**src/rtl/crlu_pkg.sv**
```systemverilog
package crlu_pkg;

  localparam int unsigned PRIMARY_OP = 19;

  typedef enum logic [2:0] {
    FN_AND, FN_NAND, FN_OR, FN_XOR, FN_NOR, FN_EQV, FN_ANDC, FN_ORC
  } crlu_fn_e;

  typedef struct packed {
    logic       legal;
    crlu_fn_e   fn;
    logic [4:0] dst;
    logic [4:0] src_a;
    logic [4:0] src_b;
  } crlu_dec_s;

endpackage

```
**src/rtl/crlu_rst_sync.sv**
```systemverilog
module crlu_rst_sync #(
  parameter int unsigned STAGES = 2
) (
  input  logic clk,
  input  logic rst_n,
  output logic rst_n_sync
);
  logic [STAGES-1:0] chain_q;

  always_ff @(posedge clk or negedge rst_n) begin
    if (!rst_n) chain_q <= '0;
    else        chain_q <= {chain_q[STAGES-2:0], 1'b1};
  end

  assign rst_n_sync = chain_q[STAGES-1];
endmodule

```
**src/rtl/crlu_decode.sv**
```systemverilog
module crlu_decode
  import crlu_pkg::*;
(
  input  logic [31:0] word,
  output crlu_dec_s   dec
);
  logic     op_ok;
  logic     xo_ok;
  crlu_fn_e fn_sel;

  assign op_ok = (word[31:26] == 6'(PRIMARY_OP));

  always_comb begin
    xo_ok  = 1'b1;
    fn_sel = FN_AND;
    unique case (word[10:1])
      10'd257: fn_sel = FN_AND;
      10'd225: fn_sel = FN_NAND;
      10'd449: fn_sel = FN_OR;
      10'd193: fn_sel = FN_XOR;
      10'd33:  fn_sel = FN_NOR;
      10'd289: fn_sel = FN_EQV;
      10'd129: fn_sel = FN_ANDC;
      10'd417: fn_sel = FN_ORC;
      default: xo_ok  = 1'b0;
    endcase
  end

  always_comb begin
    dec.legal = op_ok & xo_ok;
    dec.fn    = fn_sel;
    dec.dst   = word[25:21];
    dec.src_a = word[20:16];
    dec.src_b = word[15:11];
  end
endmodule

```
**src/rtl/crlu_bitsel.sv**
```systemverilog
module crlu_bitsel #(
  parameter int unsigned CR_W  = 32,
  parameter int unsigned IDX_W = $clog2(CR_W)
) (
  input  logic [CR_W-1:0]  cr,
  input  logic [IDX_W-1:0] num,
  output logic [IDX_W-1:0] pos,
  output logic             bit_out
);
  assign pos     = IDX_W'(CR_W - 1) - num;
  assign bit_out = cr[pos];
endmodule

```
**src/rtl/crlu_boolfn.sv**
```systemverilog
module crlu_boolfn
  import crlu_pkg::*;
(
  input  crlu_fn_e fn,
  input  logic     a,
  input  logic     b,
  output logic     y
);
  logic [3:0] table_v;

  always_comb begin
    unique case (fn)
      FN_AND:  table_v = 4'b1000;
      FN_NAND: table_v = 4'b0111;
      FN_OR:   table_v = 4'b1110;
      FN_XOR:  table_v = 4'b0110;
      FN_NOR:  table_v = 4'b0001;
      FN_EQV:  table_v = 4'b1001;
      FN_ANDC: table_v = 4'b0100;
      FN_ORC:  table_v = 4'b1101;
      default: table_v = 4'b0000;
    endcase
  end

  assign y = table_v[{a, b}];
endmodule

```
**src/rtl/crlu_unit.sv**
```systemverilog
module crlu_unit
  import crlu_pkg::*;
#(
  parameter int unsigned NUM_FIELDS = 8,
  parameter int unsigned SYNC_STAGES = 2
) (
  input  logic        clk,
  input  logic        rst_n,
  input  logic        insn_valid,
  input  logic [31:0] insn_word,
  input  logic        load_en,
  input  logic [31:0] load_value,
  output logic [31:0] cr_value,
  output logic        done,
  output logic        illegal
);
  localparam int unsigned CR_W  = NUM_FIELDS * 4;
  localparam int unsigned IDX_W = $clog2(CR_W);

  logic            rst_n_s;
  crlu_dec_s       dec;
  logic [CR_W-1:0] cr_q, cr_d;
  logic            cr_en;
  logic            done_q, done_d;
  logic            ill_q, ill_d;
  logic            bit_a, bit_b, bit_t, res;
  logic [IDX_W-1:0] pos_a, pos_b, pos_t;

  crlu_rst_sync #(.STAGES(SYNC_STAGES)) u_rst (
    .clk(clk), .rst_n(rst_n), .rst_n_sync(rst_n_s)
  );

  crlu_decode u_dec (.word(insn_word), .dec(dec));

  crlu_bitsel #(.CR_W(CR_W), .IDX_W(IDX_W)) u_sel_a (
    .cr(cr_q), .num(IDX_W'(dec.src_a)), .pos(pos_a), .bit_out(bit_a)
  );
  crlu_bitsel #(.CR_W(CR_W), .IDX_W(IDX_W)) u_sel_b (
    .cr(cr_q), .num(IDX_W'(dec.src_b)), .pos(pos_b), .bit_out(bit_b)
  );
  crlu_bitsel #(.CR_W(CR_W), .IDX_W(IDX_W)) u_sel_t (
    .cr(cr_q), .num(IDX_W'(dec.dst)), .pos(pos_t), .bit_out(bit_t)
  );

  crlu_boolfn u_fn (.fn(dec.fn), .a(bit_a), .b(bit_b), .y(res));

  // next state: load has priority over an instruction in the same cycle
  always_comb begin
    cr_d   = cr_q;
    cr_en  = 1'b0;
    done_d = 1'b0;
    ill_d  = 1'b0;
    if (load_en) begin
      cr_d  = CR_W'(load_value);
      cr_en = 1'b1;
    end else if (insn_valid) begin
      if (dec.legal) begin
        cr_d[pos_t] = res;
        cr_en       = 1'b1;
        done_d      = 1'b1;
      end else begin
        ill_d = 1'b1;
      end
    end
  end

  always_ff @(posedge clk or negedge rst_n_s) begin
    if (!rst_n_s) begin
      cr_q   <= '0;
      done_q <= 1'b0;
      ill_q  <= 1'b0;
    end else begin
      if (cr_en) cr_q <= cr_d;
      done_q <= done_d;
      ill_q  <= ill_d;
    end
  end

  assign cr_value = 32'(cr_q);
  assign done     = done_q;
  assign illegal  = ill_q;

  assert_load_R9: assert property (@(posedge clk) disable iff (!rst_n_s)
    load_en |=> (cr_value == $past(load_value)));

  assert_load_wins_R10: assert property (@(posedge clk) disable iff (!rst_n_s)
    load_en |=> (!done && !illegal));

  assert_single_bit_R5: assert property (@(posedge clk) disable iff (!rst_n_s)
    done |-> ($countones(cr_value ^ $past(cr_value)) <= 1));

  assert_illegal_hold_R8: assert property (@(posedge clk) disable iff (!rst_n_s)
    illegal |-> ($stable(cr_value) && !done));

  assert_idle_R11: assert property (@(posedge clk) disable iff (!rst_n_s)
    (!load_en && !insn_valid) |=> ($stable(cr_value) && !done && !illegal));

  assert_keep_bits_R5: assert property (@(posedge clk) disable iff (!rst_n_s)
    (insn_valid && !load_en && dec.legal) |=>
      (($past(cr_q) & ~(CR_W'(1) << $past(pos_t))) == (cr_q & ~(CR_W'(1) << $past(pos_t)))));
endmodule

```
**config.mk**
```make
export PLATFORM = sky130hd
export DESIGN_NAME = crlu_unit
export DESIGN_NICKNAME = d
export VERILOG_FILES = /design/src/rtl/crlu_pkg.sv /design/src/rtl/crlu_rst_sync.sv /design/src/rtl/crlu_decode.sv /design/src/rtl/crlu_bitsel.sv /design/src/rtl/crlu_boolfn.sv /design/src/rtl/crlu_unit.sv
export SDC_FILE = /design/constraint.sdc
export NUM_CORES = 1
export LEC_CHECK = 0
export ABC_AREA = 1
export CORE_UTILIZATION = 30
export DETAILED_ROUTE_END_ITERATION = 10
export GPL_TIMING_DRIVEN = 0
export PLACE_DENSITY = 0.63
export SLEW_MARGIN = 30
export SYNTH_ARGS = -nofsm -noshare
export SYNTH_HDL_FRONTEND = slang
export SYNTH_SLANG_ARGS = --single-unit
```
**constraint.sdc**
```tcl
create_clock -name clk -period 1.1 [get_ports clk]
set_clock_uncertainty 0.1 [all_clocks]
set_input_delay 0.22 -clock clk [delete_from_list [all_inputs] [get_ports clk]]
set_output_delay 0.22 -clock clk [all_outputs]
set_load 0.02 [all_outputs]
```
## Yosys cells after proc, flatten, opt, wreduce, memory -nomap -nowiden

Memories as Yosys holds them, arrays and structs flattened.
Cells that the tools add are included.
W data, S select, Z words.

| cells by class | value |
|---|---|
| equal/unequal tests | 9 |
| add/subtract/negate cells | 3 |
| muxes and demuxes | 21 |
| magnitude comparators | 5 |
| bitwise gates (word level) | 1 |
| reductions and logical operators | 5 |

Operators with widths:

| cell | number |
|---|---|
| $mux W32 | 3 |
| $eq A10 B9 Y1 const B | 4 |
| $bwmux W32 | 1 |
| $eq A10 B8 Y1 const B | 3 |
| $pmux W3 S7 | 1 |
| $lt A5 B6 Y1 const B | 3 |
| $sub A5 B5 Y5 const A | 3 |
| $mux W1 | 12 |
| $bmux W1 S5 | 2 |
| $eq A10 B6 Y1 const B | 1 |
| $reduce_or A8 Y1 | 1 |
| $eq A6 B5 Y1 const B | 1 |
| $demux W1 S5 | 1 |
| $ge A5 B1 Y1 const B | 1 |
| $reduce_bool A2 Y1 | 2 |
| $lt A2 B3 Y1 const B | 1 |
| $reduce_and A3 Y1 | 1 |
| $bmux W1 S2 | 1 |
| $and A1 B1 Y1 | 1 |
| $logic_and A1 B1 Y1 | 1 |

| word-level totals | value |
|---|---|
| logic and storage cells | 49 |
| bits of input ports | 68 |
| bits in read-only memories | 32 |
| memories | 1 |
| flip-flop bits (word level) | 36 |

Memory list:

| memory | depth | bits a word | rd ports | clocked after memory_dff | wr ports | line | source |
|---|---|---|---|---|---|---|---|
| (no name shown) | 8 | 4 | 1 | 0 | 0 | crlu_boolfn.sv:12 | `unique case (fn)` |

## Logic depth before layout (Yosys ltp)

Gate-level depths: netlist of the first run.

| logic depth | value |
|---|---|
| depth in word-level cells | 9 |
| mapped depth | 17 |
| gate-level depth less buffers | 16 |

## Cells and area by module

A second synthesis of the first run with hierarchy kept.

| unflattened totals | value |
|---|---|
| cell total of the unflattened synthesis | 684 |
| area, all modules | 3963.8 µm² |

By module, submodules not included:

| module | area each (µm²) | cells an instance | times used | seq. area each (µm²) |
|---|---|---|---|---|
| crlu_unit | 2240.9 | 359 | 1 | 850.8 |
| crlu_bitsel | 410.4 | 78 | 3 | 0.0 |
| crlu_decode | 355.3 | 67 | 1 | 0.0 |
| crlu_boolfn | 82.6 | 21 | 1 | 0.0 |
| crlu_rst_sync | 53.8 | 3 | 1 | 50.0 |

## Worst setup path before layout of the first run

OpenSTA, ideal clock, no wires.

| timing path | value |
|---|---|
| path kind | register to register |
| from | reg cr_q[11] (netlist: cr_value[11]) |
| to | reg cr_q[19] (netlist: cr_value[19]) |
| slack | -0.683 ns |
| cell stages (with the launch flop) | 15 |
| arrival | 1.562 ns |
| period minus slack after synthesis | 1.783 ns |
| path through | dfrtp_1 or2_2 nand3_1 nand2_1 nand2_1 nand3_1 nand2_1 nand2_1 nand2_1 nand3_1 nand2_1 inv_2 buf_4 nand2_1 nand2_1 |

| on the way | value |
|---|---|
| longest elaborated chain between the ends | 8 |
| elaborated cells on any way between the ends | 10 |
| classes of those cells | mux: 10 |

RTL lines:

| element | line | source |
|---|---|---|
| from (decl) | crlu_unit.sv:22 | `logic [CR_W-1:0] cr_q, cr_d;` |
| from (signal assigned) | crlu_unit.sv:73 | `if (cr_en) cr_q <= cr_d;` |
| $bmux W1 S5 | crlu_bitsel.sv:11 | `assign bit_out = cr[pos];` |
| $mux W1 (implied by the code) | crlu_bitsel.sv:11 |  |
| $bmux W1 S2 * | crlu_boolfn.sv:25 | `assign y = table_v[{a, b}];` |
| $mux W1 (implied by the code) * | crlu_boolfn.sv:25 |  |
| $bwmux W32 * | crlu_unit.sv:58 | `cr_d[pos_t] = res;` |
| $mux W32 * | crlu_unit.sv:57 | `if (dec.legal) begin` |
| $mux W32 * | crlu_unit.sv:56 | `end else if (insn_valid) begin` |
| $mux W32 * | crlu_unit.sv:53 | `if (load_en) begin` |

Mark *: on every way between the ends. The rest lies on a longest branch, timed or not. The select of a mux whose other input is x is not followed.
A chain may end at the register's enable or synchronous reset.

## Worst setup path in the final report of the first run

| timing path | value |
|---|---|
| from | in insn_word[24] |
| to | reg cr_q[19] (netlist: cr_value[19]) |

| on the way | value |
|---|---|
| longest elaborated chain between the ends | 9 |
| elaborated cells on any way between the ends | 10 |
| classes of those cells | add/sub: 1; order compare: 2; mux: 6; reduce/logical: 1 |

RTL lines:

| element | line | source |
|---|---|---|
| from (decl) | crlu_unit.sv:10 | `input logic [31:0] insn_word,` |
| $sub A5 B5 Y5 * | crlu_bitsel.sv:10 | `assign pos = IDX_W'(CR_W - 1) - num;` |
| $lt A5 B6 Y1 or $ge A5 B1 Y1 (tied branches) | -- |  |
| $logic_and A1 B1 Y1 (implied by the code) | crlu_unit.sv:58 |  |
| $mux W1 (implied by the code) | crlu_unit.sv:58 |  |
| $demux W1 S5 * | crlu_unit.sv:58 |  |
| $bwmux W32 * | crlu_unit.sv:58 |  |
| $mux W32 * | crlu_unit.sv:57 |  |
| $mux W32 * | crlu_unit.sv:56 |  |
| $mux W32 * | crlu_unit.sv:53 |  |

Marked as above.

==> results of run 1 <==
==> final cells by class <==
cell class / instances / area (sq um) / share of cell area, %
clock inverters: 2 / 10.0 / 0.178
inverters: 87 / 347 / 6.16
clock buffers: 6 / 139 / 2.47
well taps: 143 / 179 / 3.18
multi-input cells: 529 / 2520 / 44.9
flip-flops and latches: 36 / 926 / 16.4
repair buffers: 132 / 1300 / 23.0
plain buffers: 27 / 206 / 3.67
==> Yosys cell counts (all sizes together) <==
library cell  count  area, sq um
clkinv            1         3.75
buf              19          125
nand3           100          513
inv              86          323
nor2             68          273
a22oi             1         7.51
conb              1         3.75
dfrtp            36          901
nand4             1         6.26
nand2           313         1180
o211ai            2         15.0
or2              10         62.6
clkbuf            8         30.0
o21ai            32          160
nor3b             1         7.51
==> metal layers <==
layer  up-vias  GRT usage [%]  part of all wire (%)
met5         -              0                     0
met3        27           2.07                   4.4
met2       130           36.8                    50
met4         0           7.21                   2.2
met1      2079           26.4                    44
li1       2354              -                     -
==> report_power, final <==
group / internal (uW) / switching (uW) / leakage, uW
clock: 892 / 539 / 0.0000766
sequential: 1480 / 242 / 0.000398
combinational: 1050 / 1160 / 0.00249
total: 3430 / 1940 / 0.00296
==> through the flow <==
stage / util [%] / hold slack [ps] / setup WS, ps / cell area [sq um]
after floorplan: - / -176 / -571 / 3770
after global placement: 42.4 / 234 / -1430 / 4910
after detailed placement: 42.4 / 247 / -1420 / 4910
after CTS: 46.6 / 0.177 / -725 / 5390
after global routing: 48.7 / 5.50 / -874 / 5630
final: 48.7 / 0.564 / -753 / 5630
==> how the worst max path moves through the flow <==
stage | startpoint | end | slack [ps]
after global placement | insn_word[2] | cr_value[23]$_DFFE_PN0P_ | -1430
after floorplan | cr_value[1]$_DFFE_PN0P_ | cr_value[19]$_DFFE_PN0P_ | -570
after global routing | cr_value[1]$_DFFE_PN0P_ | cr_value[26]$_DFFE_PN0P_ | -870
after detailed placement | insn_word[2] | cr_value[23]$_DFFE_PN0P_ | -1420
final | insn_word[24] | cr_value[19]$_DFFE_PN0P_ | -750
after CTS | cr_value[17]$_DFFE_PN0P_ | cr_value[19]$_DFFE_PN0P_ | -720
==> cell families (layout without fill, tap and decap cells) <==
kind of cell    Yosys count  in the layout  synth area share (%)
buf+inv                 114            254                  13.3
simple gates            493            493                  56.5
other cells               1              1                 0.104
compound gates           35             35                  5.06
flops                    36             36                  25.0
==> timing repair <==
| item | 4_1_cts | 5_1_grt |
|---|---|---|
| cloned | 2 | 1 |
| resized for setup | 259 | 82 |
| setup endpoints to repair | 68 | 85 |
| endpoints found under the hold margin | 0 | 0 |
| buffers inserted | 27 | 7 |
| pin swaps | 13 | 9 |
==> registers in the layout, summed over array words and instances, names as in the netlist <==
name and cells:
cr_value 32, u_rst.chain_q 2, illegal 1, done 1
==> flow_summary.ini, run 1 <==
[clocking]
htree_levels = 2
worstSkewPairLatency_ps = 280
numCtsBuffers = 5
clock_sinks = 36
clockBufferDepth = 2
path_clk_slew_ps = 60
root_buffer = clkbuf_16
tritoncts = built
cts_hold_buf = 0

[timing]
rsz0062_at_grt = true
period_minus_slack_ps = 1850
finalSetupViolations = 68
hold_violations = 0
layout_setup_ws_ps = -753
fin_crit_sh_pct = 168
setup_tns_ps = -27090
max_freq_mhz = 540
drv_slew = 0

[setup_path]
reg2reg_to = cr_value[26]$_DFFE_PN0P_
worstPathRequired_ps = 1150
max_stage_delay_ps = 570
arrival_ps = 1910
rr_startpoint = cr_value[9]$_DFFE_PN0P_
crit_family = simple AND/OR/NAND/NOR gates
path_buf_inv = 2
slowest_stage = clkdlybuf4s50_1
cp-end-kind = flop
r2r_setup_slack_ps = -740
cp_num_cells = 8
rr_worst_depth = 14
cpMostUsedCell = nand2_1
cp_cell_sequence = clkdlybuf4s50_1 -> inv_1 -> nor2_2 -> nand2_1 -> nor2_1 -> nand4_1 -> a22oi_1 -> nand2_1
crit_type = in -> reg
worstPathMaxFanout = 9
startpoint_type = input port

[global_route]
grt_first_pass_wirelength_um = 20700
antenna_found_initial = 0
grt_util_all_layers_pct = 20.8
gr-total-overflow = 0
grt_max_degree = 35
grt_pass1_vias = 4220

[synthesis]
yosys_warnings = 0
syn_inst = 679
ys_ff_latch = 36
syn_area_per_cell_sq_um = 5.31
netlist_area_sq_mm = 0.00361
synth_nets = 747
ys_types = 24
synth.yosys.seq_area_share_pct = 25.0

[routing]
drc = 6
via_per_inst = 4.77
wl_per_cell_um = 13.7
drt_pass1_iterations = 8
via_count = 4590
drt_iter0_markers = 275
postRouteAntennaNets = 0
routed_wl_um = 13100

[layout]
final_nets = 886
syn_to_final_growth_pct = 56.0
diodes = 0
final_cell_mix = nand2_1, nand3_1, inv_1, buf_6, clkdlybuf4s50_1
final.fill_count = 1200
fin_cells = 962
drive_gt1_share_pct = 25.8
mostFrequentLayoutCell = nand2_1

[job]
max_cap_viol_count = 0

[floorplan]
rows = 39
fp.dieH_um = 112
boundaryPins = 102
die_area_sq_mm = 0.0125
start_util_pct = 31.2
core_sq_mm = 0.0116
die_w_um = 112

[worst_hold_path]
min_path_type = in -> async

[place]
io_buffer_count = 96
place_inst = 918
place_congestion = 0.910
dp_hpwl_um = 9770

[outcome]
violations = DRC, setup timing
status = finished, violations left

[pwr]
ir_worst_vdd_v = 0.000526
leakage_uw = 0.00296
finalPower_uw = 5370
power_density_mw_per_mm2 = 954
No activity file was read; power rests on OpenSTA's default activity.
==> inputs of run 2 (changes only) <==
Settings changed: CORE_ASPECT_RATIO from default to 2, CORE_MARGIN from default to 2, PLACE_DENSITY 0.63 to 0.6.
==> run 2 against run 1 <==
The flow finishes with violations (setup timing); critical path depth grew 6; die area grew 4.0%; highest routed layer unchanged; wire length grew 15%; clock power is essentially flat; cell area grew 3.0%; setup slack lost 52 ps; maximum frequency shrank 2.7%; core utilization grew 0.88 points; global-route usage grew 2.8 points; largest power group unchanged; count of clock-buffer cells in the layout grew 1; sequential cell count is the same; non-clock buffer count grew 12.
==> flow_summary.ini, run 2 (synthesis results as in run 1) <==
[clocking]
htree_levels = 2
numCtsBuffers = 5
clock_sinks = 36
tritoncts = built
path_clk_slew_ps = 60
root_buffer = clkbuf_16
worstSkewPairLatency_ps = 290
clockBufferDepth = 2

[global_route]
gr-total-overflow = 0
grt_util_all_layers_pct = 23.6
use_met1_pct = 21.5
grt_first_pass_wirelength_um = 23200
antenna_found_initial = 0
grt_pass1_vias = 4797
use_met3_pct = 1.98
grt_max_degree = 35
top_usage_layer = met2
use_met2_pct = 45.4

[outcome]
violations = setup timing
status = finished, violations left

[routing]
wl_per_cell_um = 15.5
postRouteAntennaNets = 0
routed_wl_um = 15100
drc = 0
drt_iter0_markers = 165
drt_pass1_iterations = 7
via_count = 4728
via_per_inst = 4.84

[timing]
drv_slew = 0
finalSetupViolations = 68
hold_violations = 0
rsz0062_at_grt = true
worst_pin_slew_ps = 508
layout_setup_ws_ps = -805
fin_crit_sh_pct = 173
period_minus_slack_ps = 1900
max_freq_mhz = 525
relSlewSlack_pct = 66.1

[setup_path]
cp_cell_sequence = or2_4 -> nand3_2 -> nand2_1 -> nand2_1 -> nand3_2 -> nand2_1 -> nand2_1 -> nand2_2 -> nand3_1 -> nand2_2 -> inv_6 -> buf_6 -> nand2_1 -> nand2_1
rr_startpoint = cr_value[1]$_DFFE_PN0P_
slowest_stage = dfrtp_2
max_stage_delay_ps = 450
worstPathMaxFanout = 8
cp-startpoint = cr_value[1]$_DFFE_PN0P_
startpoint_type = flop
cpMostUsedCell = nand2_1
worstPathRequired_ps = 1180
cp-end-kind = flop
arrival_ps = 1990
crit_type = reg -> reg

[place]
place_congestion = 0.966
dpl_cell_area_sq_mm = 0.00491
dp_hpwl_um = 11600
io_buffer_count = 96

[floorplan]
die_w_um = 81.6
core_sq_mm = 0.0117
die_area_sq_mm = 0.0130
start_util_pct = 30.8
boundaryPins = 102
rows = 56
fp.dieH_um = 159

[layout]
largest_reg_flops = 32
drive_gt1_share_pct = 27.8
mostFrequentLayoutCell = nand2_1
design_area_sq_mm = 0.00580
syn_to_final_growth_pct = 60.7
final_nets = 898
final.fill_count = 1222
diodes = 0
utilization_pct = 49.6
final_cell_mix = nand2_1, nand3_1, inv_1, buf_6, nor2_1

[job]
max_cap_viol_count = 0

[pwr]
leakage_uw = 0.00300
power_density_mw_per_mm2 = 954
finalPower_uw = 5530
ir_worst_vdd_v = 0.000651

[worst_hold_path]
min_path_type = reg -> async
run 2: cell count changes in the layout (fill, tap and decap cells not counted), sizes merged:
cell	delta
clkdlybuf4s15	+5
dlymetal6s2s	-2
clkdlybuf4s50	+2
clkinvlp	+1
clkinv	-1
dlygate4sd3	+1
clkbuf	-6
inv	-1
buf	+13
run 2: cell type report:
type / count / area (sq um) / share of cell area (%)
clock buffers: 7 / 133 / 2.29
flip-flops and latches: 36 / 923 / 15.9
inverters: 87 / 350 / 6.04
multi-input cells: 529 / 2540 / 43.8
well taps: 145 / 181 / 3.13
repair buffers: 144 / 1470 / 25.3
clock inverters: 1 / 5.00 / 0.0863
plain buffers: 27 / 196 / 3.39
run 2: per-layer routing:
layer / vias up / wire [um]
met1: 2132 / 5030
met3: 51 / 520
met4: 0 / 917
met2: 163 / 8650
met5: - / 0
li1: 2382 / -
run 2: timing repair:
item,4_1_cts,5_1_grt
resized for setup,334,34
pin swaps,24,5
cloned,5,0
setup buffers,37,11
endpoints found under the hold margin,2,0
hold buffers,1,0
endpoints found under the setup margin,78,68
run 2: critical path, delay by kind of cell, from the launching register on:
kind	cells	cell delay (ps)
and+or+nand+nor	12	1030
DFF	1	450
buffers and inverters	2	210
run 2: metrics by stage:
stage | cells | setup TNS (ps) | worst slack, ps | hold WS [ps]
2_1_floorplan | 679 | -17980 | -571 | -176
3_3_place_gp | 920 | -55060 | -1450 | 237
3_5_place_dp | 920 | -55960 | -1470 | 242
4_1_cts | 970 | -29820 | -760 | 219
5_1_grt | 976 | -34940 | -924 | 225
6_report | 976 | -30810 | -805 | 188
run 2: report_power, final:
group          internal, uW  leakage (uW)  switching [uW]
registers              1480      0.000400             222
logic                  1150       0.00254            1260
clock network           838     0.0000679             575
run 2: final timing paths:
kind                                              end  slack, ps  depth (start not counted)
max reg2reg                   cr_value[5]$_DFFE_PN0P_       -800                         14
min                          cr_value[26]$_DFFE_PN0P_        190                          0
max                           cr_value[5]$_DFFE_PN0P_       -800                         14
max in group asynchronous  u_rst.chain_q[1]$_DFF_PN0_        240                          2
min reg2reg                  cr_value[26]$_DFFE_PN0P_        190                          0
min in group clk           u_rst.chain_q[1]$_DFF_PN0_        250                          0
